===== config.mk =====
export PLATFORM = sky130hd
export DESIGN_NAME = sconv_frame_ctrl
export DESIGN_NICKNAME = d
export VERILOG_FILES = /design/src/rtl/sconv_pkg.sv /design/src/rtl/sconv_sync.sv /design/src/rtl/sconv_framer.sv /design/src/rtl/sconv_strobe.sv /design/src/rtl/sconv_frame_ctrl.sv
export SDC_FILE = /design/constraint.sdc
export NUM_CORES = 1
export LEC_CHECK = 0
export BUFFER_PORTS_ARGS = -buffer_cell sky130_fd_sc_hd__buf_2
export CORE_MARGIN = 5
export CORE_UTILIZATION = 50
export CTS_BUF_LIST = sky130_fd_sc_hd__clkbuf_8
export DETAILED_ROUTE_END_ITERATION = 7
export GPL_TIMING_DRIVEN = 0
export PLACE_DENSITY = 0.72
export SLEW_MARGIN = 25
export SYNTH_ARGS = -nofsm -noshare
export SYNTH_HDL_FRONTEND = slang
export SYNTH_SLANG_ARGS = --single-unit
export TNS_END_PERCENT = 30

===== constraint.sdc =====
create_clock -name clk -period 2.1 [get_ports clk]
set_input_delay 0.42 -clock clk [delete_from_list [all_inputs] [get_ports clk]]
set_output_delay 0.42 -clock clk [all_outputs]
set_load 0.1 [all_outputs]

===== src/rtl/sconv_pkg.sv =====
package sconv_pkg;

  // Saturating increment of the serial clock edge counter
  function automatic logic [3:0] edge_cnt_next(input logic [3:0] c);
    return (c == 4'hF) ? c : c + 4'd1;
  endfunction

  // Shift one serial bit into the command, first bit ends in the MSB
  function automatic logic [3:0] cmd_shift(input logic [3:0] c, input logic b);
    return {c[2:0], b};
  endfunction

endpackage


===== src/rtl/sconv_sync.sv =====
module sconv_sync #(
  parameter int W = 1,
  parameter int STAGES = 2,
  parameter logic [W-1:0] RST_VAL = '0
) (
  input  logic         clk,
  input  logic         rst_n,
  input  logic [W-1:0] d_i,
  output logic [W-1:0] q_o
);

  logic [W-1:0] stg [STAGES];

  generate
    for (genvar s = 0; s < STAGES; s++) begin : g_stage
      always_ff @(posedge clk or negedge rst_n) begin
        if (!rst_n) stg[s] <= RST_VAL;
        else if (s == 0) stg[s] <= d_i;
        else stg[s] <= stg[(s == 0) ? 0 : s - 1];
      end
    end
  endgenerate

  assign q_o = stg[STAGES-1];

endmodule


===== src/rtl/sconv_framer.sv =====
module sconv_framer
  import sconv_pkg::*;
#(
  parameter int GATE_EDGE = 11,
  parameter int CMD_BITS = 4
) (
  input  logic       clk,
  input  logic       rst_n,
  input  logic       cs_s,
  input  logic       fs_s,
  input  logic       sclk_s,
  input  logic       sdi_s,
  output logic       oe_o,
  output logic       active_o,
  output logic [3:0] cnt_o,
  output logic [3:0] cmd_o,
  output logic       gate_o
);

  localparam logic [3:0] GATE_M1 = 4'(GATE_EDGE - 1);
  localparam logic [3:0] CMD_N   = 4'(CMD_BITS);

  logic cs_d, fs_d, sclk_d, armed;
  logic cs_fall, cs_rise, fs_rise, sclk_rise;

  assign cs_fall   = cs_d & ~cs_s;
  assign cs_rise   = ~cs_d & cs_s;
  assign fs_rise   = ~fs_d & fs_s;
  assign sclk_rise = ~sclk_d & sclk_s;

  always_ff @(posedge clk or negedge rst_n) begin
    if (!rst_n) begin
      cs_d     <= 1'b1;
      fs_d     <= 1'b0;
      sclk_d   <= 1'b0;
      oe_o     <= 1'b0;
      active_o <= 1'b0;
      armed    <= 1'b0;
      cnt_o    <= '0;
      cmd_o    <= '0;
      gate_o   <= 1'b0;
    end else begin
      cs_d   <= cs_s;
      fs_d   <= fs_s;
      sclk_d <= sclk_s;
      if (cs_rise) begin
        oe_o     <= 1'b0;
        active_o <= 1'b0;
        armed    <= 1'b0;
      end else if (cs_fall) begin
        oe_o     <= 1'b1;
        cnt_o    <= '0;
        active_o <= fs_s;
        armed    <= ~fs_s;
      end else if (armed && fs_rise && !cs_s) begin
        active_o <= 1'b1;
        armed    <= 1'b0;
        cnt_o    <= '0;
      end else if (active_o && sclk_rise) begin
        cnt_o <= edge_cnt_next(cnt_o);
        if (cnt_o < CMD_N) cmd_o <= cmd_shift(cmd_o, sdi_s);
        if (cnt_o == GATE_M1) gate_o <= 1'b1;
      end
    end
  end

endmodule


===== src/rtl/sconv_strobe.sv =====
module sconv_strobe #(
  parameter int CONV_CYCLES = 20
) (
  input  logic clk,
  input  logic rst_n,
  input  logic st_s,
  input  logic gate_i,
  output logic sample_o,
  output logic busy_o,
  output logic err_o
);

  localparam int CW = $clog2(CONV_CYCLES + 1);

  logic          st_d;
  logic          st_fall, st_rise;
  logic [CW-1:0] conv_cnt;

  assign st_fall = st_d & ~st_s;
  assign st_rise = ~st_d & st_s;

  always_ff @(posedge clk or negedge rst_n) begin
    if (!rst_n) begin
      st_d     <= 1'b1;
      sample_o <= 1'b0;
      busy_o   <= 1'b0;
      err_o    <= 1'b0;
      conv_cnt <= '0;
    end else begin
      st_d <= st_s;
      if (busy_o) begin
        conv_cnt <= conv_cnt - 1'b1;
        if (conv_cnt == CW'(1)) busy_o <= 1'b0;
      end
      if (st_fall) begin
        if (busy_o) err_o <= 1'b1;
        else if (gate_i) begin
          sample_o <= 1'b1;
          err_o    <= 1'b0;
        end
      end
      if (st_rise && sample_o) begin
        sample_o <= 1'b0;
        busy_o   <= 1'b1;
        conv_cnt <= CW'(CONV_CYCLES);
      end
    end
  end

endmodule


===== src/rtl/sconv_frame_ctrl.sv =====
module sconv_frame_ctrl #(
  parameter int SYNC_STAGES = 2,
  parameter int GATE_EDGE = 11,
  parameter int CMD_BITS = 4,
  parameter int CONV_CYCLES = 20
) (
  input  logic       clk,
  input  logic       rst_n,
  input  logic       cs_n_i,
  input  logic       fs_i,
  input  logic       sclk_i,
  input  logic       sdi_i,
  input  logic       cstart_n_i,
  output logic       sdo_oe_o,
  output logic       cycle_active_o,
  output logic [3:0] clk_cnt_o,
  output logic [3:0] cmd_o,
  output logic       sample_o,
  output logic       busy_o,
  output logic       strobe_err_o
);

  // Synchronised inputs, bit order: strobe, sdi, sclk, fs, cs
  localparam logic [4:0] SYNC_RST = 5'b10001;

  logic [4:0] raw_in, sync_out;
  logic       cs_sync, fs_sync, sclk_sync, sdi_sync, st_sync;
  logic       gate_open;

  assign raw_in = {cstart_n_i, sdi_i, sclk_i, fs_i, cs_n_i};
  assign {st_sync, sdi_sync, sclk_sync, fs_sync, cs_sync} = sync_out;

  sconv_sync #(.W(5), .STAGES(SYNC_STAGES), .RST_VAL(SYNC_RST)) u_sync (
    .clk(clk), .rst_n(rst_n), .d_i(raw_in), .q_o(sync_out)
  );

  sconv_framer #(.GATE_EDGE(GATE_EDGE), .CMD_BITS(CMD_BITS)) u_framer (
    .clk(clk), .rst_n(rst_n), .cs_s(cs_sync), .fs_s(fs_sync),
    .sclk_s(sclk_sync), .sdi_s(sdi_sync), .oe_o(sdo_oe_o),
    .active_o(cycle_active_o), .cnt_o(clk_cnt_o), .cmd_o(cmd_o),
    .gate_o(gate_open)
  );

  sconv_strobe #(.CONV_CYCLES(CONV_CYCLES)) u_strobe (
    .clk(clk), .rst_n(rst_n), .st_s(st_sync), .gate_i(gate_open),
    .sample_o(sample_o), .busy_o(busy_o), .err_o(strobe_err_o)
  );

endmodule


==> results.sh <==
export IMPL_route_met2_wl_um=1070
export IMPL_synth_nets=125
export IMPL_top_layer_used="met4"
export IMPL_final_hold_viol_count=0
export IMPL_slew_limit_headroom_pct=51.7
export IMPL_total_power_mw=2.00
export IMPL_cp_num_buf_inv=1
export IMPL_required_ns=2.26
export IMPL_status="complete, no violations"
export IMPL_synth_cell_type_count=37
export IMPL_power_frac_seq_pct=39.5
export IMPL_synth_area_leaders="dfrtp_1 (49%), dfstp_2 (11%), ha_1 (5.3%)"
export IMPL_syn_area_per_cell_um2=12.7
export IMPL_post_cts_resized=0
export IMPL_fin_ws_ns=0.353
export IMPL_final_layout_size_suffix_gt1_share_pct=31.9
export IMPL_cp_cell_sequence="inv_1, ha_1, nor2_1, and4_4, mux2_4"
export IMPL_nFillCells=225
export IMPL_fin_area_mm2=0.00167
export IMPL_post_cts_buffers=0
export IMPL_dpl_hpwl_um=1680
export IMPL_slowest_delay_ns=0.57
export IMPL_start_util_pct=52.0
export IMPL_place_inst=162
export IMPL_drc_errors=0
export IMPL_path_class="reg -> reg"
export IMPL_grt_overflow=0
export IMPL_dieWidth_um=63.3
export IMPL_wl_met1_um=1070
export IMPL_rsz0062_at_grt="false"
export IMPL_critPathCaptureType="flip-flop"
export IMPL_setup_tns_ns=0
export IMPL_startpoint_type="flip-flop"
export IMPL_grt_usage_pct=14.2
export IMPL_ys_ff_latch=34
export IMPL_wl_per_cell_um=13.9
export IMPL_area_delta_synth_final_pct=17.3
export IMPL_finalClockSkew_ns=0.00461
export IMPL_dp_slack_ns=0.364
export IMPL_synthCells=112
export IMPL_clk_pin_slew_ns=0.06
export IMPL_core_area_mm2=0.00273
export IMPL_via_count=934
export IMPL_peakVddDrop_uv=1090
export IMPL_placedInstanceArea_mm2=0.00156
export IMPL_via_per_inst=5.53
export IMPL_synth_area_mm2=0.00142
export IMPL_die_area_mm2=0.00401
export IMPL_grt_first_pass_wirelength_um=4470
export IMPL_internal_power_mw=1.23
export IMPL_synth_seq_area_share_pct=60.4
export IMPL_nets=151
export IMPL_share_comb_of_total_power_pct=30.9
export IMPL_p_per_area_mw_per_mm2=1200
export IMPL_switchingPower_mw=0.766
export IMPL_cp_data_arrival_time_ns=1.91
export IMPL_yosysTopAreaCell="dfrtp_1"
export IMPL_synth_edff_count=0
export IMPL_htree_levels=2
export IMPL_die_y_um=63.3
export IMPL_grt_pass1_vias=1002
export IMPL_clock_latency_ns=0.28
export IMPL_ys_async_sr_fraction_pct=100
export IMPL_cts_buffer_depth=2
export IMPL_setup_violations_final=0
export IMPL_grt_start_max_net_pins=35
export IMPL_final_util_pct=61.0
export IMPL_worst_pin_slew_ns=0.725
export IMPL_power_switching_share_pct=38.3
export IMPL_io_buffers=19
export IMPL_cpLargestDelayFamily="flip-flops"
export IMPL_leakage_nw=0.812
export IMPL_layout_cells_non_filler=169
export IMPL_dr_wl_met3_um=150
export IMPL_cpMaxStageDelayCell="dfstp_2"
export IMPL_drt_total_wl_um=2340
export IMPL_hold_class="in -> async"
export IMPL_postRouteAntennaNets=0
export IMPL_worstPathMaxFanout=7
export IMPL_holdWs_ns=0.197
export IMPL_fmax_mhz=572
export IMPL_max_cap_viol_count=0
export IMPL_clkPwrFrac_pct=29.6
export IMPL_drtPass1Iterations=4
export IMPL_cts_root_buffer="clkbuf_8"
export IMPL_num_antenna_cells=0
export IMPL_hold_buffers=0
export IMPL_num_rows=19
export IMPL_synth_top_area_share_pct=49.3
export IMPL_ios=20
export IMPL_period_share_pct=83.2
export IMPL_synth_ff_type="dfrtp_1"
export IMPL_min_period_ns=1.75
export IMPL_drtIter0Drc=23
export IMPL_antenna_found_initial=0
export IMPL_place_gp_congestion=0.868
export IMPL_clock_sinks=34
export IMPL_cts_tree="yes"
export IMPL_drv_slew=0
export IMPL_yosysWarnings=0
export IMPL_yosysMostFrequentCell="dfrtp_1"
export IMPL_cts_buffers_inserted=5
export IMPL_synth_commonest_cells="dfrtp_1 (28), inv_1 (10), nor2_1 (8)"
[layout make-up]
cell class	count	area (um2)	area share, %
buffer	2	18.8	1.13
clock buffer	6	82.6	4.95
clock inverter	1	30.0	1.80
inverter	10	37.5	2.25
multi-input combinational	66	507	30.4
sequential	34	858	51.5
tap	31	38.8	2.33
timing repair buffer	19	95.1	5.70
[cell usage in the layout, fill, tap and decap left out, types with 2 or more instances in the layout]
cell      count
and4bb_2      2
o21ai_0       4
nor2_1        8
dfstp_2       6
a31oi_1       3
buf_2        19
inv_1        10
mux2_4        4
a21oi_1       3
ha_1          6
nor3_1        2
xnor2_1       3
dfrtp_1      28
and3_1        2
clkbuf_8      6
nor2b_1       3
nand2_1       6
[final timing paths]
check,start,endpoint,slack (ns),cells past startpoint
worst max-delay path,u_sync.q_o[0]$_DFF_PN1_,u_framer.cmd_o[1]$_DFFE_PN0P_,0.35,5
worst min-delay path,rst_n,u_framer.oe_o$_DFFE_PN0N_,0.20,1
worst max register to register,u_sync.q_o[0]$_DFF_PN1_,u_framer.cmd_o[1]$_DFFE_PN0P_,0.35,5
worst min register to register,u_sync.stg[7]$_DFF_PN0_,u_sync.q_o[2]$_DFF_PN0_,0.35,0
max in group asynchronous,rst_n,u_framer.active_o$_DFFE_PN0P_,1.44,1
min in group clk,cstart_n_i,u_sync.stg[9]$_DFF_PN1_,0.23,1
[worst reg2reg max path, stage by stage (launching register included)]
cell	delay, ns
dfstp_2	0.57
inv_1	0.05
ha_1	0.26
nor2_1	0.16
and4_4	0.28
mux2_4	0.31
[flip-flops by register name, summed over array words and instances (netlist names)]
name,count
u_framer.armed,1
u_framer.cmd_o,4
u_strobe.busy_o,1
u_framer.fs_d,1
u_framer.active_o,1
u_framer.cnt_o,4
u_framer.gate_o,1
u_framer.oe_o,1
u_strobe.sample_o,1
u_strobe.st_d,1
u_strobe.err_o,1
u_framer.sclk_d,1
u_strobe.conv_cnt,5
u_framer.cs_d,1
u_sync.q_o,5
u_sync.stg,5
[power by group through the flow]
| stage | sequential (mW) | combinational, mW | clock (mW) |
|---|---|---|---|
| 2_1_floorplan | 1.19 | 0.124 | 0 |
| 3_3_place_gp | 0.792 | 0.619 | 0 |
| 3_5_place_dp | 0.800 | 0.624 | 0 |
| 4_1_cts | 0.790 | 0.622 | 0.609 |
| 5_1_grt | 0.804 | 0.645 | 0.643 |
| 6_report | 0.790 | 0.617 | 0.592 |
[cell families after synthesis]
| group | synth area share, % |
|---|---|
| DFF | 60.4 |
| and+or+nand+nor | 14.2 |
| AOI/OAI and AO/OA | 10.1 |
| buffers and inverters | 3.96 |
| adders and majority gates | 5.28 |
| muxes | 4.23 |
| xor gates and xnor gates | 1.85 |
[per-layer routing]
layer	vias up	GRT usage, %
met4	0	7.01
met5	-	0
met3	6	5.15
met1	455	17.3
li1	449	-
met2	24	22.1
No activity file was read; power rests on OpenSTA's default activity.
